## src/rtl/div_pkg.sv

```systemverilog
package div_pkg;

   typedef enum logic {
      SEL_SWALLOW = 1'b0,
      SEL_MAIN    = 1'b1
   } cfg_sel_e;

   function automatic int unsigned width_max(input int unsigned x, input int unsigned y);
      return (x > y) ? x : y;
   endfunction

endpackage

```

## src/rtl/div_cfg.sv

```systemverilog
module div_cfg
   import div_pkg::*;
#(
   parameter int unsigned AW     = 6,
   parameter int unsigned MW     = 8,
   parameter int unsigned DW     = 8,
   parameter int unsigned MIN_M  = 2,
   parameter int unsigned A_INIT = 0,
   parameter int unsigned M_INIT = 16
) (
   input  logic          clk,
   input  logic          rst,
   input  logic          we,
   input  cfg_sel_e      sel,
   input  logic [DW-1:0] data,
   output logic [AW-1:0] a_eff,
   output logic [MW-1:0] m_eff
);
   localparam int unsigned CW = width_max(AW, MW) + 1;

   logic [AW-1:0] a_sh;
   logic [MW-1:0] m_sh;

   always_ff @(posedge clk) begin
      if (rst) begin
         a_sh <= AW'(A_INIT);
         m_sh <= MW'(M_INIT);
      end else if (we) begin
         if (sel == SEL_MAIN) m_sh <= data[MW-1:0];
         else                 a_sh <= data[AW-1:0];
      end
   end

   // clamp to the legal region at the point of use
   always_comb begin
      m_eff = (m_sh < MW'(MIN_M)) ? MW'(MIN_M) : m_sh;
      if (CW'(a_sh) >= CW'(m_eff)) a_eff = AW'(m_eff - 1'b1);
      else                         a_eff = a_sh;
   end

endmodule

```

## src/rtl/div_swallow_ctr.sv

```systemverilog
module div_swallow_ctr #(
   parameter int unsigned AW      = 6,
   parameter bit          REG_OUT = 1'b1
) (
   input  logic          clk,
   input  logic          rst,
   input  logic          load,
   input  logic [AW-1:0] load_val,
   output logic          mod32
);
   logic [AW-1:0] cnt, cnt_nxt;

   always_comb begin
      if (rst)             cnt_nxt = '0;
      else if (load)       cnt_nxt = load_val;
      else if (cnt != '0)  cnt_nxt = cnt - 1'b1;
      else                 cnt_nxt = cnt;
   end

   always_ff @(posedge clk) cnt <= cnt_nxt;

   generate
      if (REG_OUT) begin : g_reg
         logic mod_q;
         always_ff @(posedge clk) mod_q <= (cnt_nxt == '0);
         assign mod32 = mod_q;
      end else begin : g_dec
         assign mod32 = (cnt == '0);
      end
   endgenerate

endmodule

```

## src/rtl/div_main_ctr.sv

```systemverilog
module div_main_ctr #(
   parameter int unsigned MW      = 8,
   parameter bit          REG_OUT = 1'b1
) (
   input  logic          clk,
   input  logic          rst,
   input  logic [MW-1:0] load_val,
   output logic          last,
   output logic          pulse
);
   logic [MW-1:0] cnt, cnt_nxt;

   // zero only after reset; one marks the final clock of a cycle
   assign last = (cnt <= MW'(1));

   always_comb begin
      if (rst)       cnt_nxt = '0;
      else if (last) cnt_nxt = load_val;
      else           cnt_nxt = cnt - 1'b1;
   end

   always_ff @(posedge clk) cnt <= cnt_nxt;

   generate
      if (REG_OUT) begin : g_reg
         logic pulse_q;
         always_ff @(posedge clk) pulse_q <= (cnt_nxt == MW'(1));
         assign pulse = pulse_q;
      end else begin : g_dec
         assign pulse = (cnt == MW'(1));
      end
   endgenerate

endmodule

```

## src/rtl/pswallow_div.sv

```systemverilog
module pswallow_div
   import div_pkg::*;
#(
   parameter int unsigned AW      = 6,
   parameter int unsigned MW      = 8,
   parameter int unsigned MIN_M   = 2,
   parameter int unsigned A_INIT  = 0,
   parameter int unsigned M_INIT  = 16,
   parameter bit          OUT_REG = 1'b1,
   localparam int unsigned DW     = width_max(AW, MW)
) (
   input  logic          psc_clk,
   input  logic          rst,
   input  logic          cfg_we,
   input  logic          cfg_sel,
   input  logic [DW-1:0] cfg_data,
   output logic          mod32_o,
   output logic          cmp_pulse_o
);
   generate
      if (MIN_M < 2) begin : g_bad_min
         $error("MIN_M must be at least 2 for a one-clock pulse");
      end
      if (MIN_M > (1 << MW) - 1) begin : g_bad_range
         $error("MIN_M does not fit in MW bits");
      end
      if ((M_INIT > (1 << MW) - 1) || (A_INIT > (1 << AW) - 1)) begin : g_bad_init
         $error("initial settings exceed field widths");
      end
   endgenerate

   logic [AW-1:0] a_eff;
   logic [MW-1:0] m_eff;
   logic          boundary;

   div_cfg #(
      .AW(AW), .MW(MW), .DW(DW), .MIN_M(MIN_M),
      .A_INIT(A_INIT), .M_INIT(M_INIT)
   ) u_cfg (
      .clk   (psc_clk),
      .rst   (rst),
      .we    (cfg_we),
      .sel   (cfg_sel_e'(cfg_sel)),
      .data  (cfg_data),
      .a_eff (a_eff),
      .m_eff (m_eff)
   );

   div_main_ctr #(.MW(MW), .REG_OUT(OUT_REG)) u_main (
      .clk      (psc_clk),
      .rst      (rst),
      .load_val (m_eff),
      .last     (boundary),
      .pulse    (cmp_pulse_o)
   );

   div_swallow_ctr #(.AW(AW), .REG_OUT(OUT_REG)) u_swallow (
      .clk      (psc_clk),
      .rst      (rst),
      .load     (boundary),
      .load_val (a_eff),
      .mod32    (mod32_o)
   );

endmodule

```

## config.mk

```make
export PLATFORM = sky130hd
export DESIGN_NAME = pswallow_div
export DESIGN_NICKNAME = d
export VERILOG_FILES = /design/src/rtl/div_pkg.sv /design/src/rtl/div_cfg.sv /design/src/rtl/div_swallow_ctr.sv /design/src/rtl/div_main_ctr.sv /design/src/rtl/pswallow_div.sv
export SDC_FILE = /design/constraint.sdc
export NUM_CORES = 1
export LEC_CHECK = 0
export ABC_AREA = 1
export BUFFER_PORTS_ARGS = -buffer_cell sky130_fd_sc_hd__buf_2
export CAP_MARGIN = 30
export CORE_ASPECT_RATIO = 2
export CORE_UTILIZATION = 54
export DETAILED_ROUTE_END_ITERATION = 16
export HOLD_SLACK_MARGIN = 0.05
export PLACE_DENSITY = 0.75
export RECOVER_POWER = 25
export SLEW_MARGIN = 25
export SYNTH_ARGS = -nofsm -noshare
export SYNTH_HDL_FRONTEND = slang
export SYNTH_HIERARCHICAL = 1
export SYNTH_SLANG_ARGS = --single-unit
```

## constraint.sdc

```tcl
create_clock -name psc_clk -period 2.18 [get_ports psc_clk]
set_clock_uncertainty 0.05 [all_clocks]
set_input_delay 0.327 -clock psc_clk [delete_from_list [all_inputs] [get_ports psc_clk]]
set_output_delay 0.327 -clock psc_clk [all_outputs]
set_load 0.01 [all_outputs]
```

==> summary.txt, run 1 <==
top-level I/O count: 14
clk root buf: sky130_fd_sc_hd__clkbuf_8
data arrival time of the worst path: 2.23 ns
slew at the pin closest to its max-slew limit: 0.388 ns
count of buffers from port buffering: 13
average routed wire per standard cell: 12.1 um
Peak Freq: 485 MHz
number of synthesized flops with an enable pin: 0
vias after detailed routing: 1901
status: completed
row count: 31
Filler Cells Inserted: 341
Overall Global Routing Usage: 0.259
Iteration-0 DRC Markers: 43
Mapped Area: 2000 sq um
count of unique library cells instantiated by Yosys: 25
sequential fraction of the synthesis area: 0.300
RD Place Congestion: 0.849
Residual DRC: 0
Synth top area share: 0.300
Primary FF master, synth: sky130_fd_sc_hd__dfxtp_1
synth top area cells: sky130_fd_sc_hd__dfxtp_1 (30%), sky130_fd_sc_hd__nand2_1 (12%), sky130_fd_sc_hd__nor2_1 (11%)
Std-Cell Core Area: 3570 sq um
Slew Limit Headroom: 0.741
leftover overflow at the end of global routing: 0
fraction of layout instances using a drive strength above 1: 0.250
nature of the critical path startpoint: register
hold violation total from the final report: 0
width of the die: 45.1 um
antenna-violating nets left: 0
data required time at the worst endpoint: 2.35 ns
count of final setup violators: 0
# hold bufs at CTS: 0
total number of yosys warnings: 6
post-DP HPWL: 3590 um
number of standard cells after synthesis: 315
Post-synth ARST share: 0
number of buffers on the longest clock path: 2
maximum fanout count along the critical path: 7
# Max-Cap Violations: 0
pin count of the biggest net entering global routing: 15
WL final: 4640 um
final worst path period share: 0.946
Synth Area per Inst: 6.36 sq um
post-route setup TNS: 0 ns
Clock Pin Slew Worst Setup and Hold Paths: 0.06 ns
Peak VDD IR: 0.723 mV
clock period minus final worst setup slack: 2.06 ns
number of antenna repair diodes: 0
initial antenna violation count: 0
vias in the first global route: 1797
ratio of routed vias to standard cells: 4.94
vertical die dimension: 88.2 um
number of max-slew violations in the final report: 0
power density over the cells: 1170 nW/um^2
commonest cells in the netlist: sky130_fd_sc_hd__nand2_1 (66), sky130_fd_sc_hd__nor2_1 (60), sky130_fd_sc_hd__inv_1 (42), sky130_fd_sc_hd__dfxtp_1 (30), sky130_fd_sc_hd__nand3_1 (18)
worst hold path type: in2reg
clock tree from TritonCTS: built
number of synthesized register bits: 30
number of H-tree levels: 2
die area: 3970 sq um
clk sink count: 30
worst setup slack after layout: 0.118 ns
most used standard cell by instance count after synthesis: sky130_fd_sc_hd__nand2_1
clock latency of the later-clocked register in the worst-skew pair: 0.28 ns
Num CTS Buffers: 5
CP Capture Type: register
first-pass GRT wire length: 7460 um
starting density of the core: 0.562
DP Worst Slack: 0.0164 ns
final design utilization: 0.652
Pleak: 1.25 nW
length of the first detailed-routing pass in iterations: 4
Mapped Nets: 338
worst setup path category: reg2reg
P&R area growth vs syn: 16.0%
area leader, netlist: sky130_fd_sc_hd__dfxtp_1
net count reported at finish: 360
flip-flops by register name, summed over array words and instances (netlist names):
| signal | count |
|---|---|
| u_cfg/a_sh | 6 |
| u_cfg/m_sh | 8 |
| u_main/cnt | 8 |
| u_main/pulse | 1 |
| u_swallow/cnt | 6 |
| u_swallow/mod32 | 1 |
cells by family after synthesis:
family,share of synthesized area
simple gates,0.422
fa+ha+maj,0.0687
flops,0.300
xor+xnor,0.0131
compound gates,0.0705
buf+inv,0.126
placed cells by master, fill, tap and decap left out:
master / count
sky130_fd_sc_hd__nand3b_1: 1
sky130_fd_sc_hd__o211ai_1: 1
sky130_fd_sc_hd__nand4_1: 11
sky130_fd_sc_hd__clkbuf_8: 6
sky130_fd_sc_hd__nand3_1: 16
sky130_fd_sc_hd__nor2_2: 9
sky130_fd_sc_hd__o21ai_2: 1
sky130_fd_sc_hd__ha_1: 9
sky130_fd_sc_hd__dfxtp_2: 3
sky130_fd_sc_hd__or2_4: 1
sky130_fd_sc_hd__ha_4: 1
sky130_fd_sc_hd__nand3_4: 1
sky130_fd_sc_hd__a21oi_1: 9
sky130_fd_sc_hd__nand2_1: 63
sky130_fd_sc_hd__dfxtp_1: 27
sky130_fd_sc_hd__inv_1: 38
sky130_fd_sc_hd__buf_2: 13
sky130_fd_sc_hd__nand2_2: 10
sky130_fd_sc_hd__nand4_4: 1
sky130_fd_sc_hd__xor2_1: 3
sky130_fd_sc_hd__inv_2: 12
sky130_fd_sc_hd__ha_2: 1
sky130_fd_sc_hd__o21ai_0: 16
sky130_fd_sc_hd__nor2_1: 57
sky130_fd_sc_hd__clkbuf_1: 1
sky130_fd_sc_hd__buf_4: 13
sky130_fd_sc_hd__nand3_2: 4
sky130_fd_sc_hd__nand2_4: 3
sky130_fd_sc_hd__nor2_4: 5
metal layers:
layer,vias up,global-route usage,wire [um]
met5,-,0,0
met4,0,0.190,226
met3,18,0.0371,90
met2,32,0.505,2770
met1,831,0.212,1550
li1,1020,-,-
critical path, stage by stage (launching register included):
cell	delay, ns
sky130_fd_sc_hd__dfxtp_2	0.34
sky130_fd_sc_hd__inv_2	0.04
sky130_fd_sc_hd__buf_4	0.13
sky130_fd_sc_hd__ha_1	0.30
sky130_fd_sc_hd__nand2_1	0.07
sky130_fd_sc_hd__inv_2	0.06
sky130_fd_sc_hd__nand2_1	0.11
sky130_fd_sc_hd__nand3_2	0.12
sky130_fd_sc_hd__nand2_4	0.13
sky130_fd_sc_hd__nand3_4	0.11
sky130_fd_sc_hd__nand2_1	0.07
sky130_fd_sc_hd__nand2_1	0.06
sky130_fd_sc_hd__nor2_1	0.10
sky130_fd_sc_hd__nor2_1	0.05
sky130_fd_sc_hd__nand2_1	0.10
sky130_fd_sc_hd__nand3_1	0.09
sky130_fd_sc_hd__nor2_2	0.07
power by group:
part           leakage, nW  internal [mW]  switching [mW]
sequential           0.249          0.686           0.121
combinational        0.955          0.554           0.924
clock               0.0431          0.243           0.196
total                 1.25           1.48            1.24
final cells by class:
cell class                      instances  area [sq um]  area share
Clock buffer                            6          82.6      0.0355
Sequential cell                        30           604       0.260
Multi-Input combinational cell        223          1220       0.526
Timing Repair Buffer                   27           166      0.0715
Tap cell                               49          61.3      0.0264
Inverter                               50           188      0.0807
worst paths after layout:
kind / cells past startpoint / startpoint / slack [ns] / end
setup / recovery: 16 / u_cfg/m_sh[3] / 0.12 / u_swallow/mod32
hold / removal: 3 / cfg_data[4] / 0.24 / u_cfg/m_sh[4]
setup reg to reg: 16 / u_cfg/m_sh[3] / 0.12 / u_swallow/mod32
hold reg to reg: 2 / u_cfg/m_sh[7] / 0.43 / u_cfg/m_sh[7]
through the flow:
stage	hold WS, ns	cell area (sq um)	cells	power [mW]
5_1_grt	0.260	2330	385	3.01
4_1_cts	0.236	2230	382	2.70
3_5_place_dp	0.412	2150	376	2.25
3_3_place_gp	0.405	2150	376	2.22
2_1_floorplan	0.393	2000	315	1.98
6_report	0.241	2330	385	2.72
timing repair:
| action | 4_1_cts | 5_1_grt |
|---|---|---|
| gates cloned | 0 | 0 |
| resized for setup | 1 | 23 |
| endpoints found under the setup margin | 1 | 7 |
| pin swaps | 0 | 10 |
| setup buffers | 0 | 3 |
No activity file was read; power rests on OpenSTA's default activity.
==> run 2: changes to the inputs <==
--- a/config.mk
+++ b/config.mk
@@ -5,14 +5,13 @@
 export SDC_FILE = /design/constraint.sdc
 export NUM_CORES = 1
 export LEC_CHECK = 0
-export ABC_AREA = 1
 export BUFFER_PORTS_ARGS = -buffer_cell sky130_fd_sc_hd__buf_2
 export CAP_MARGIN = 30
 export CORE_ASPECT_RATIO = 2
 export CORE_UTILIZATION = 54
 export DETAILED_ROUTE_END_ITERATION = 16
 export HOLD_SLACK_MARGIN = 0.05
-export PLACE_DENSITY = 0.75
+export PLACE_DENSITY = 0.76
 export RECOVER_POWER = 25
 export SLEW_MARGIN = 25
 export SYNTH_ARGS = -nofsm -noshare
==> run 2 against run 1 <==
Against the previous run: core utilization up 10 points; setup slack worse by 0.81 ns; largest cell class unchanged; clock-buffer cell count up 1; the flow now finishes with violations (setup timing); clock power up 4%.
==> summary.txt, run 2 <==
hold violation total from the final report: 0 (unchanged)
ratio of routed vias to standard cells: 6.19 (+25%)
met3 track utilization from global routing: 0.0473 (+0.0102)
RSZ-0062 raised after global routing: yes
top cell family by delay on the critical path: simple AND/OR/NAND/NOR gates
vias in the first global route: 1935 (+7.7%)
worst hold path type: in2reg
count of final setup violators: 7 (+7)
Mapped Nets: 235 (-30%)
placed cell count: 279 (-26%)
fraction of layout instances using a drive strength above 1: 0.383 (+0.133)
Hold Worst Slack: 0.247 ns (+0.00617 ns)
Residual DRC: 0 (unchanged)
met2 global-route usage: 0.607 (+0.103)
M1 GR Usage: 0.281 (+0.0689)
final design utilization: 0.755 (+0.103)
# hold bufs at CTS: 0 (unchanged)
count of unique library cells instantiated by Yosys: 55 (+120%)
count of buffers from port buffering: 13 (unchanged)
total number of yosys warnings: 6 (unchanged)
data arrival time of the worst path: 3.02 ns (+0.79 ns)
global routing's busiest layer: met2
Iteration-0 DRC Markers: 36 (-16%)
R2R setup slack: -0.70 ns (-0.81 ns)
Mapped Area: 1850 sq um (-7.7%)
width of the die: 43.4 um (-3.7%)
clk root buf: sky130_fd_sc_hd__clkbuf_8
antenna-violating nets left: 0 (unchanged)
clk sink count: 30 (unchanged)
Peak VDD IR: 0.749 mV (+3.6%)
slew at the pin closest to its max-slew limit: 0.436 ns (+0.0475 ns)
post-DP HPWL: 3880 um (+7.9%)
WL final: 5360 um (+16%)
average routed wire per standard cell: 18.4 um (+52%)
Num CTS Buffers: 5 (unchanged)
pin count of the biggest net entering global routing: 16 (+1)
Slew Limit Headroom: 0.709 (-0.0310)
Post-synth ARST share: 0 (unchanged)
clock latency of the later-clocked register in the worst-skew pair: 0.28 ns (about the same)
hold depth: 3 (unchanged)
commonest cells in the netlist: sky130_fd_sc_hd__dfxtp_1 (30), sky130_fd_sc_hd__inv_1 (16), sky130_fd_sc_hd__nor2_1 (16), sky130_fd_sc_hd__a21oi_1 (13)
first-pass GRT wire length: 8610 um (+15%)
top-level I/O count: 14 (unchanged)
Clock Pin Slew Worst Setup and Hold Paths: 0.06 ns (about the same)
commonest cells after routing, fill and taps aside: sky130_fd_sc_hd__buf_4 (37), sky130_fd_sc_hd__dfxtp_1 (25), sky130_fd_sc_hd__nor2_1 (16)
length of the first detailed-routing pass in iterations: 4 (unchanged)
die area: 3680 sq um (-7.4%)
starting density of the core: 0.573 (+0.0113)
clock period minus final worst setup slack: 2.88 ns (+0.813 ns)
area leader, netlist: sky130_fd_sc_hd__dfxtp_1
Worst Min Path Start: cfg_data[6]
vias after detailed routing: 1807 (-4.9%)
most common cell after layout, fill and taps aside: sky130_fd_sc_hd__buf_4
post-route setup TNS: -2.77 ns (-2.77 ns)
number of synthesized flops with an enable pin: 0 (unchanged)
maximum fanout count along the critical path: 4 (-3)
initial antenna violation count: 0 (unchanged)
most frequent cell on the critical path: sky130_fd_sc_hd__nand2b_4
P&R area growth vs syn: 31.7%
maximum single-stage delay on the critical path: 0.37 ns (+0.03 ns)
Worst Hold Path EP: u_cfg/m_sh[6]
row count: 29 (-6.5%)
Std-Cell Core Area: 3230 sq um (-9.5%)
clock tree from TritonCTS: built
Synth top area share: 0.325 (+0.0249)
sequential fraction of the synthesis area: 0.325 (+0.0249)
synth top area cells: sky130_fd_sc_hd__dfxtp_1 (32%), sky130_fd_sc_hd__ha_1 (7.4%), sky130_fd_sc_hd__mux2i_1 (3.8%)
vertical die dimension: 84.8 um (-3.8%)
source of the worst register-to-register timing path: u_cfg/m_sh[1]
buffering stage count on the worst path with inverters included: 1 (-2)
final standard cell count with taps included and fillers excluded: 292 (-24%)
final worst path period share: 1.32 (+0.373)
number of buffers on the longest clock path: 2 (unchanged)
CP Capture Type: register
DP Worst Slack: -0.598 ns (-0.615 ns)
finished layout cell area: 2440 sq um (+4.8%)
leftover overflow at the end of global routing: 0 (unchanged)
nature of the critical path startpoint: register
Peak Freq: 348 MHz (-28%)
number of max-slew violations in the final report: 0 (unchanged)
Overall Global Routing Usage: 0.317 (+0.0586)
most used standard cell by instance count after synthesis: sky130_fd_sc_hd__dfxtp_1
status: finished with violations
number of synthesized register bits: 30 (unchanged)
Synth Area per Inst: 8.73 sq um (+37%)
RD Place Congestion: 0.929 (+9.3%)
Reg-to-Reg End: u_swallow/mod32
number of antenna repair diodes: 0 (unchanged)
net count reported at finish: 283 (-21%)
highest-delay cell along the critical path: sky130_fd_sc_hd__or3_4
worst setup path category: reg2reg
worst setup slack after layout: -0.695 ns (-0.813 ns)
violated checks: setup timing
# Max-Cap Violations: 0 (unchanged)
Reg2Reg Depth: 12 (-4)
Power, Total: 2.95 mW (+8.5%)
data required time at the worst endpoint: 2.32 ns (-0.03 ns)
CP cell instances: nor3_2 -> and4_4 -> nand2b_4 -> inv_4 -> ha_4 -> nand2b_4 -> a31oi_4 -> o211ai_4 -> mux2_4 -> a32o_2 -> or3_4 -> nor4_2
Placement Cell Area: 2210 sq um (+2.9%)
number of H-tree levels: 2 (unchanged)
number of standard cells after synthesis: 212 (-33%)
power density over the cells: 1210 nW/um^2 (+3.6%)
Pleak: 1.12 nW (-10%)
Regs by FF count: u_cfg/m_sh x8, u_main/cnt x8
Primary FF master, synth: sky130_fd_sc_hd__dfxtp_1
run 2: cell types whose count changed after synthesis, moves of 8 or more:
cell                      previous run  this run
sky130_fd_sc_hd__nand2_1            66        11
sky130_fd_sc_hd__nor2_1             60        16
sky130_fd_sc_hd__inv_1              42        16
sky130_fd_sc_hd__o21ai_0            16         5
sky130_fd_sc_hd__nand2_2            10         1
sky130_fd_sc_hd__nand4_1            11         2
sky130_fd_sc_hd__nor2_2              9         0
sky130_fd_sc_hd__inv_2               8         0
run 2: how the worst max path moves through the flow:
stage          slack [ns]     startpoint              end  cells past startpoint
2_1_floorplan       -0.55  u_cfg/m_sh[6]  u_swallow/mod32                     12
3_3_place_gp        -0.49  u_cfg/m_sh[1]  u_swallow/mod32                     14
3_5_place_dp        -0.60  u_cfg/m_sh[1]  u_swallow/mod32                     14
4_1_cts             -0.60  u_cfg/m_sh[1]  u_swallow/mod32                     12
5_1_grt             -0.78  u_cfg/m_sh[1]  u_swallow/mod32                     14
6_report            -0.70  u_cfg/m_sh[1]  u_swallow/mod32                     12
run 2: cell families (layout without fill, tap and decap cells):
kind of cell | Yosys count | in the layout | synth area share
simple gates | 80 | 80 | 0.258
compound gates | 39 | 39 | 0.153
flops | 30 | 30 | 0.325
buf+inv | 30 | 79 | 0.0683
mux | 13 | 13 | 0.0784
fa+ha+maj | 11 | 11 | 0.0744
xor+xnor | 9 | 9 | 0.0426
run 2: cell type report:
cell class,instances,area [sq um]
multi-input cells,152,1240
repair buffers,54,387
clock inverters,1,5.00
flip-flops and latches,30,609
clock buffers,7,86.3
inverters,17,71.3
well taps,31,38.8
fillers,222,792
run 2: repair_timing:
item / CTS / global route
buffers inserted: 4 / 1
setup endpoints to repair: 8 / 8
pin swaps: 5 / 4
gates resized for setup: 12 / 11
run 2: layer usage:
metal,up-vias,routed length [um]
li1,858,-
met1,864,1750
met2,60,3110
met3,25,166
met4,0,335
met5,-,0
run 2: where the power goes:
part	switching [mW]	internal, mW
Sequential	0.111	0.683
Clock	0.202	0.254
Combinational	0.855	0.851
run 2: tightest hold or removal path, cell delays in order:
cell                      delay (ns)
sky130_fd_sc_hd__buf_2          0.10
sky130_fd_sc_hd__nand3_1        0.06
sky130_fd_sc_hd__a21oi_1        0.05
